$ cat src/rtl/tsr_pkg.sv
package tsr_pkg;
    localparam int CNT_W   = 16;
    localparam int REG_W   = 8;
    localparam int DIR_POS = 7;
    localparam int UNF_POS = 5;
    localparam int OVF_POS = 4;
    localparam int NFLAG   = 2;
    localparam int FL_UNF  = 0;
    localparam int FL_OVF  = 1;
    localparam logic [REG_W-1:0] FIXED_ONES = 8'b0100_1111;

    typedef struct packed {
        logic armed;
        logic flag;
    } flag_st_t;
endpackage

$ cat src/rtl/tsr_wrap_detect.sv
module tsr_wrap_detect #(
    parameter int CNT_W  = tsr_pkg::CNT_W,
    parameter int CH_IDX = 4
) (
    input  logic             clk,
    input  logic             rst_n,
    input  logic [CNT_W-1:0] cnt_i,
    input  logic             phase_i,
    input  logic             cpwm_i,
    output logic             ovf_evt_o,
    output logic             unf_evt_o
);
    localparam logic [CNT_W-1:0] ALL_ONES = '1;
    localparam logic [CNT_W-1:0] ZERO     = '0;
    localparam logic [CNT_W-1:0] ONE      = CNT_W'(1);
    localparam bit UNF_EN  = (CH_IDX == 1) || (CH_IDX == 2);
    localparam bit CPWM_EN = (CH_IDX == 4);

    typedef struct packed {
        logic [CNT_W-1:0] prev;
        logic             valid;
    } wrap_st_t;

    wrap_st_t st_d, st_q;

    always_comb begin
        st_d       = st_q;
        st_d.prev  = cnt_i;
        st_d.valid = 1'b1;
    end

    always_ff @(posedge clk or negedge rst_n) begin
        if (!rst_n) begin
            st_q <= '0;
        end else begin
            st_q <= st_d;
        end
    end

    always_comb begin
        ovf_evt_o = st_q.valid && (cnt_i == ZERO) &&
                    ((st_q.prev == ALL_ONES) ||
                     (CPWM_EN && cpwm_i && (st_q.prev == ONE)));
        unf_evt_o = st_q.valid && UNF_EN && phase_i &&
                    (st_q.prev == ZERO) && (cnt_i == ALL_ONES);
    end


    ovf_src_chk: assert property (@(posedge clk) disable iff (!rst_n)
        ovf_evt_o |-> (($past(cnt_i) == ALL_ONES) || ($past(cnt_i) == ONE)));


    unf_src_chk: assert property (@(posedge clk) disable iff (!rst_n)
        unf_evt_o |-> (phase_i && ($past(cnt_i) == ZERO)));
endmodule

$ cat src/rtl/tsr_flag_cell.sv
module tsr_flag_cell (
    input  logic clk,
    input  logic rst_n,
    input  logic set_i,
    input  logic hw_clr_i,
    input  logic rd_i,
    input  logic wr_i,
    input  logic wr_bit_i,
    output logic flag_o
);
    import tsr_pkg::*;

    flag_st_t st_d, st_q;
    logic     sw_clr;

    always_comb begin
        st_d   = st_q;
        sw_clr = wr_i && st_q.armed && !wr_bit_i;
        // a set condition overrides any clear in the same cycle
        st_d.flag = set_i || (st_q.flag && !(sw_clr || hw_clr_i));
        if (wr_i) begin
            st_d.armed = 1'b0;
        end else if (rd_i && st_q.flag) begin
            st_d.armed = 1'b1;
        end
    end

    always_ff @(posedge clk or negedge rst_n) begin
        if (!rst_n) begin
            st_q <= '0;
        end else begin
            st_q <= st_d;
        end
    end

    assign flag_o = st_q.flag;


    set_wins_chk: assert property (@(posedge clk) disable iff (!rst_n)
        set_i |=> flag_o);


    fall_cause_chk: assert property (@(posedge clk) disable iff (!rst_n)
        $fell(flag_o) |-> $past(hw_clr_i || (wr_i && !wr_bit_i)));


    arm_cause_chk: assert property (@(posedge clk) disable iff (!rst_n)
        $rose(st_q.armed) |-> $past(rd_i && flag_o));
endmodule

$ cat src/rtl/tsr_read_mux.sv
module tsr_read_mux #(
    parameter int CH_IDX = 4
) (
    input  logic                      dir_i,
    input  logic                      unf_i,
    input  logic                      ovf_i,
    output logic [tsr_pkg::REG_W-1:0] rd_data_o
);
    import tsr_pkg::*;

    localparam bit DIR_FIXED = (CH_IDX == 0);

    always_comb begin
        rd_data_o          = FIXED_ONES;
        rd_data_o[DIR_POS] = DIR_FIXED ? 1'b1 : dir_i;
        rd_data_o[UNF_POS] = unf_i;
        rd_data_o[OVF_POS] = ovf_i;
    end
endmodule

$ cat src/rtl/tmr_stat_reg.sv
module tmr_stat_reg #(
    parameter int CH_IDX = 4,
    parameter int CNT_W  = tsr_pkg::CNT_W
) (
    input  logic                      clk,
    input  logic                      rst_n,
    input  logic [CNT_W-1:0]          cnt_val_i,
    input  logic                      cnt_up_i,
    input  logic                      phase_mode_i,
    input  logic                      cpwm_mode_i,
    input  logic                      rd_en_i,
    input  logic                      wr_en_i,
    input  logic [tsr_pkg::REG_W-1:0] wr_data_i,
    input  logic                      dma_trig_i,
    input  logic                      dma_keep_i,
    input  logic                      ovf_ien_i,
    input  logic                      unf_ien_i,
    output logic [tsr_pkg::REG_W-1:0] rd_data_o,
    output logic                      ovf_irq_o,
    output logic                      unf_irq_o
);
    import tsr_pkg::*;

    localparam bit IS_PWM_CH = (CH_IDX == 4);

    typedef struct packed {
        logic dir;
    } top_st_t;

    top_st_t st_d, st_q;

    logic             ovf_evt, unf_evt;
    logic [NFLAG-1:0] fl_set, fl_hwclr, fl_wbit, fl_q;
    logic             unused_wr;

    always_comb begin
        st_d     = st_q;
        st_d.dir = cnt_up_i;
    end

    always_ff @(posedge clk or negedge rst_n) begin
        if (!rst_n) begin
            st_q.dir <= 1'b1;
        end else begin
            st_q <= st_d;
        end
    end

    tsr_wrap_detect #(
        .CNT_W  (CNT_W),
        .CH_IDX (CH_IDX)
    ) u_wrap (
        .clk       (clk),
        .rst_n     (rst_n),
        .cnt_i     (cnt_val_i),
        .phase_i   (phase_mode_i),
        .cpwm_i    (cpwm_mode_i),
        .ovf_evt_o (ovf_evt),
        .unf_evt_o (unf_evt)
    );

    always_comb begin
        fl_set[FL_UNF]   = unf_evt;
        fl_set[FL_OVF]   = ovf_evt;
        fl_hwclr[FL_UNF] = 1'b0;
        fl_hwclr[FL_OVF] = IS_PWM_CH && dma_trig_i && !dma_keep_i;
        fl_wbit[FL_UNF]  = wr_data_i[UNF_POS];
        fl_wbit[FL_OVF]  = wr_data_i[OVF_POS];
    end

    assign unused_wr = ^{wr_data_i[7:6], wr_data_i[3:0]};

    for (genvar g = 0; g < NFLAG; g++) begin : g_flag
        tsr_flag_cell u_flag (
            .clk      (clk),
            .rst_n    (rst_n),
            .set_i    (fl_set[g]),
            .hw_clr_i (fl_hwclr[g]),
            .rd_i     (rd_en_i),
            .wr_i     (wr_en_i),
            .wr_bit_i (fl_wbit[g]),
            .flag_o   (fl_q[g])
        );
    end

    tsr_read_mux #(
        .CH_IDX (CH_IDX)
    ) u_rdmux (
        .dir_i     (st_q.dir),
        .unf_i     (fl_q[FL_UNF]),
        .ovf_i     (fl_q[FL_OVF]),
        .rd_data_o (rd_data_o)
    );

    assign ovf_irq_o = fl_q[FL_OVF] && ovf_ien_i;
    assign unf_irq_o = fl_q[FL_UNF] && unf_ien_i;


    ovf_irq_gate_chk: assert property (@(posedge clk) disable iff (!rst_n)
        ovf_irq_o |-> (ovf_ien_i && rd_data_o[OVF_POS]));


    unf_irq_gate_chk: assert property (@(posedge clk) disable iff (!rst_n)
        unf_irq_o |-> (unf_ien_i && rd_data_o[UNF_POS]));


    dma_clr_chk: assert property (@(posedge clk) disable iff (!rst_n)
        (dma_trig_i && !dma_keep_i && IS_PWM_CH && !ovf_evt) |=> !rd_data_o[OVF_POS]);
endmodule

$ cat config.mk
export PLATFORM = sky130hd
export DESIGN_NAME = tmr_stat_reg
export DESIGN_NICKNAME = d
export VERILOG_FILES = /design/src/rtl/tsr_pkg.sv /design/src/rtl/tsr_wrap_detect.sv /design/src/rtl/tsr_flag_cell.sv /design/src/rtl/tsr_read_mux.sv /design/src/rtl/tmr_stat_reg.sv
export SDC_FILE = /design/constraint.sdc
export NUM_CORES = 1
export LEC_CHECK = 0
export BUFFER_PORTS_ARGS = -buffer_cell sky130_fd_sc_hd__buf_2
export CORE_MARGIN = 5
export CORE_UTILIZATION = 40
export CTS_BUF_LIST = sky130_fd_sc_hd__clkbuf_8 sky130_fd_sc_hd__clkbuf_16
export DETAILED_ROUTE_END_ITERATION = 6
export GPL_TIMING_DRIVEN = 0
export PLACE_DENSITY = 0.84
export SKIP_CTS_REPAIR_TIMING = 1
export SLEW_MARGIN = 20
export SYNTH_ARGS = -nofsm -noshare
export SYNTH_HDL_FRONTEND = slang
export SYNTH_SLANG_ARGS = --single-unit
$ cat constraint.sdc
create_clock -name clk -period 3.2 [get_ports clk]
set_clock_uncertainty 0.05 [all_clocks]
set_input_delay 0.64 -clock clk [delete_from_list [all_inputs] [get_ports clk]]
set_output_delay 0.64 -clock clk [all_outputs]
set_load 0.005 [all_outputs]
After elaboration in Yosys (flattened, before gate mapping)
Cells that the tools add are included.
Widths: inputs -> output; s select.
{ "word_totals": {"inputBits": 35, "elab_cells": 38, "ff_bits": 22, "output_inout_bits": 10} }
{ "op_classes": {"mux": 4, "n_eq_ne": 2, "n_reduce_logical": 25} }
{ "op_table": {"columns": ["cell", "count"], "rows": [
  ["$eq 16x1->1 const B", 1],
  ["$eq 16x16->1 const B", 1],
  ["$logic_not 16->1", 1],
  ["$logic_and 1x1->1", 14],
  ["$logic_not 1->1", 5],
  ["$mux 1", 4],
  ["$reduce_bool 2->1", 2],
  ["$logic_or 1x1->1", 3]
]} }

Longest topological paths before layout
{ "logic_depth": {"word_depth": 6, "mapped_depth": 4, "ltp_nobuf": 4} }

Hierarchy
From an unflattened synthesis, not the netlist that was laid out.
{ "hier_totals": {"cells_unflattened": 66, "area_unflattened_um2": 847.1} }
{ "modules_own_cells": {"columns": ["mod", "area_per_inst_um2", "cells_per_inst", "seq_area_each_um2", "n_inst"], "rows": [
  ["tsr_wrap_detect", 569.3, 38, 425.4, 1],
  ["tsr_flag_cell", 78.8, 7, 50.0, 2],
  ["tsr_read_mux", 63.8, 9, 0.0, 1],
  ["tmr_stat_reg", 56.3, 5, 26.3, 1]
]} }

Least setup slack after synthesis
No wires, ideal clock.
{ "synth_path": {"kind": "input to register", "startpoint": "input port cnt_val_i[11]", "endpoint": "register g_flag[1].u_flag.st_q, in the netlist g_flag[1].u_flag.flag_o", "path_stages": 4, "slack_ns": 1.470, "setup_time_ns": 0.077, "n_path_buf": 0, "required_ns": 3.073, "arrival_ns": 1.604, "path_cell_list": "nor4_1 -> nand4_1 -> or4b_1 -> o21ai_1"} }
{ "synth_rtl": {"columns": ["item", "line_no", "rtl"], "rows": [
  ["start: declaration", "tmr_stat_reg.sv:7", "input logic [CNT_W-1:0] cnt_val_i,"],
  ["end signal: assignment", "tsr_flag_cell.sv:32", "st_q <= st_d;"],
  ["end: declaration", "tsr_flag_cell.sv:13", "flag_st_t st_d, st_q;"]
]} }

==> impl_metrics.yaml <==
outcome:
  status: "complete, no violations"
critical_path:
  timing.rr.end: "g_flag[1].u_flag.flag_o"
  endpoint_kind: "flip-flop"
  path_class: "input port to flip-flop"
  cp_data_required_time_ps: 3330
  worstPathMaxFanout: 2
  reg2reg_depth: 4
  slowest_stage: "or4b_1"
  cp_data_arrival_time_ps: 1880
  worst-path-buf-inv: 1
  r2r_start: "u_wrap.st_q[2]"
  slowest_delay_ps: 530
  cp-start-kind: "input port"
  r2r_setup_slack_ps: 1750
  crit_family: "simple AND/OR/NAND/NOR gates"
  path_cells: "buf_2, nor4_1, nand4_1, or4b_1, o21ai_1"
pwr:
  p_total_w: 0.000522
  ir_worst_vdd_v: 0.000344
  powerDensity_mw_per_mm2: 493
  p_leak_nw: 0.516
grt:
  met1_usage: 0.123
  grt_antenna_before_repair: 0
  met2_usage: 0.213
  grt_pass1_vias: 629
  grt_usage: 0.113
  grt.busiest_layer: "met2"
  grt_use_met3: 0.0245
  grt_overflow_total: 0
  grt_max_degree: 23
  grt_first_pass_wirelength_um: 2390
synth:
  synth-simple-area-share: 0.167
  synthAdderAreaFrac: 0
  ys_warn_count: 0
  synth-compound-area-share: 0.0506
  synth-edff-count: 0
  synth-async-reset-ratio: 1.00
  synth-seq-area-share: 0.697
  synth_top_area_cell: "dfrtp_1"
  yosys-top-cells-area: "dfrtp_1 (66%), buf_4 (7.6%), nand4_1 (3.9%)"
  synth_commonest_cells: "dfrtp_1 (21), buf_4 (8), nand4_1 (5), nor4_1 (5), nor2_1 (3)"
  yosysMostFrequentCell: "dfrtp_1"
  ys_ff_latch: 22
  synth_xor_area_frac: 0
  synthMuxAreaShare: 0
  synth.distinct_cells: 18
  postSynthCellCount: 60
  syn_area_um2: 792
  synth_area_per_cell_um2: 13.2
  synth_top_area_frac: 0.664
  synth_top_family_by_area: "simple AND/OR/NAND/NOR gates"
  ys.flop_type: "dfrtp_1"
finish:
  final_cell_area_mm2: 0.00106
  fin_nets: 137
  n_antenna_cell: 0
  syn2layout_area_growth_pct: 33.8
  fin_cells: 128
  drive_gt1_frac: 0.446
floorplanning:
  die-area_mm2: 0.00297
  floorplan.initialDensity: 0.412
  pin_count: 45
  row_count: 16
  core-area_mm2: 0.00192
  die-height_um: 54.5
  fp.dieW_um: 54.5
timing:
  period_share: 0.549
  rsz0062_at_grt: "false"
  fmax_ghz: 0.569
  setup_viol: 0
  slew_viol_final: 0
  layout_setup_ws_ps: 1440
  setup_tns_ps: 0
  hold_violations: 0
  min_period_ps: 1760
route:
  via_per_inst: 4.68
  wirelength_um: 1590
  route.detailed.wl_per_inst_um: 12.4
  route.vias.total: 599
  drcViolationCount: 0
  dr.pass1.iters: 5
  ant_nets: 0
  drt_iter0_drc: 4
clock_network:
  cts_tree: "built"
  cts_buffer_depth: 2
  h-tree-depth: 1
  clock_sinks: 22
  path_clk_slew_ps: 80
  cts_root_buf: "clkbuf_8"
  numCtsBuffers: 3
  clk_latency_ps: 250
place:
  dpl.hpwl_um: 1360
  io_buffers: 32
  dpl.cell_count: 124
  place.gp.congestion: 0.722
  place_ws_ps: 1150
  post_dp_cell_area_mm2: 0.00100
flow_run:
  cap_violations: 0
hold_path:
  hold_class: "input port to async pin"
-- flip-flops by register name, indices dropped and copies added (netlist names) --
name,flops
g_flag.u_flag.flag_o,2
g_flag.u_flag.st_q,2
u_wrap.st_q,17
st_q,1
-- layer usage --
metal / share of wire / routed length [µm] / vias up
li1: - / - / 286
met1: 0.36 / 574 / 285
met2: 0.54 / 857 / 28
met3: 0.098 / 155 / 0
met4: 0 / 0 / 0
met5: 0 / 0 / -
-- area by class of cell --
type	instances	area [µm²]
Buffer	8	60.1
Clock buffer	4	55.1
Fill cell	183	862
Inverter	1	3.75
Multi-Input combinational cell	34	195
Sequential cell	22	552
Tap cell	27	33.8
Timing Repair Buffer	32	160
-- worst max-delay path by stage --
| stage | start | end | cells past startpoint |
|---|---|---|---|
| after global placement | cnt_val_i[0] | g_flag[1].u_flag.flag_o | 5 |
| after global routing | cnt_val_i[0] | g_flag[1].u_flag.flag_o | 5 |
| after CTS | cnt_val_i[1] | g_flag[1].u_flag.flag_o | 5 |
| after floorplan | cnt_val_i[11] | g_flag[1].u_flag.flag_o | 4 |
| final | cnt_val_i[0] | g_flag[1].u_flag.flag_o | 5 |
| after detailed placement | cnt_val_i[1] | g_flag[1].u_flag.flag_o | 5 |
-- stage by stage --
step	hold WS (ps)	utilization
floorplan	294	-
global placement	433	0.523
detailed placement	453	0.523
CTS	295	0.551
global route	313	0.551
finish	281	0.551
-- cells in the final DEF, fill, tap and decap left out, drive strengths merged --
master   n
inv      1
nor4b    1
o221ai   1
nor3     2
nand4    5
and2     2
or4b     2
a21oi    2
dfstp    1
clkbuf   4
nor4     5
nand2    2
a41oi    1
nor2     3
o21ai    1
buf     40
dfrtp   21
conb     6
o21a     1
-- cells by family (layout without fill, tap and decap cells) --
family,Yosys count,count (layout)
AND/OR/NAND/NOR,22,22
AO/OA/AOI/OAI,6,6
flip-flops,22,22
buffers and inverters,9,45
other,1,6
-- power by group --
| part | leakage [nW] | internal [W] | switching, W | total, W |
|---|---|---|---|---|
| combinational | 0.222 | 0.0000188 | 0.0000165 | 0.0000353 |
| sequential | 0.265 | 0.000290 | 0.00000633 | 0.000296 |
| clock | 0.0288 | 0.000109 | 0.0000812 | 0.000191 |
| total | 0.516 | 0.000418 | 0.000104 | 0.000522 |
(Power assumes the default switching activity.)
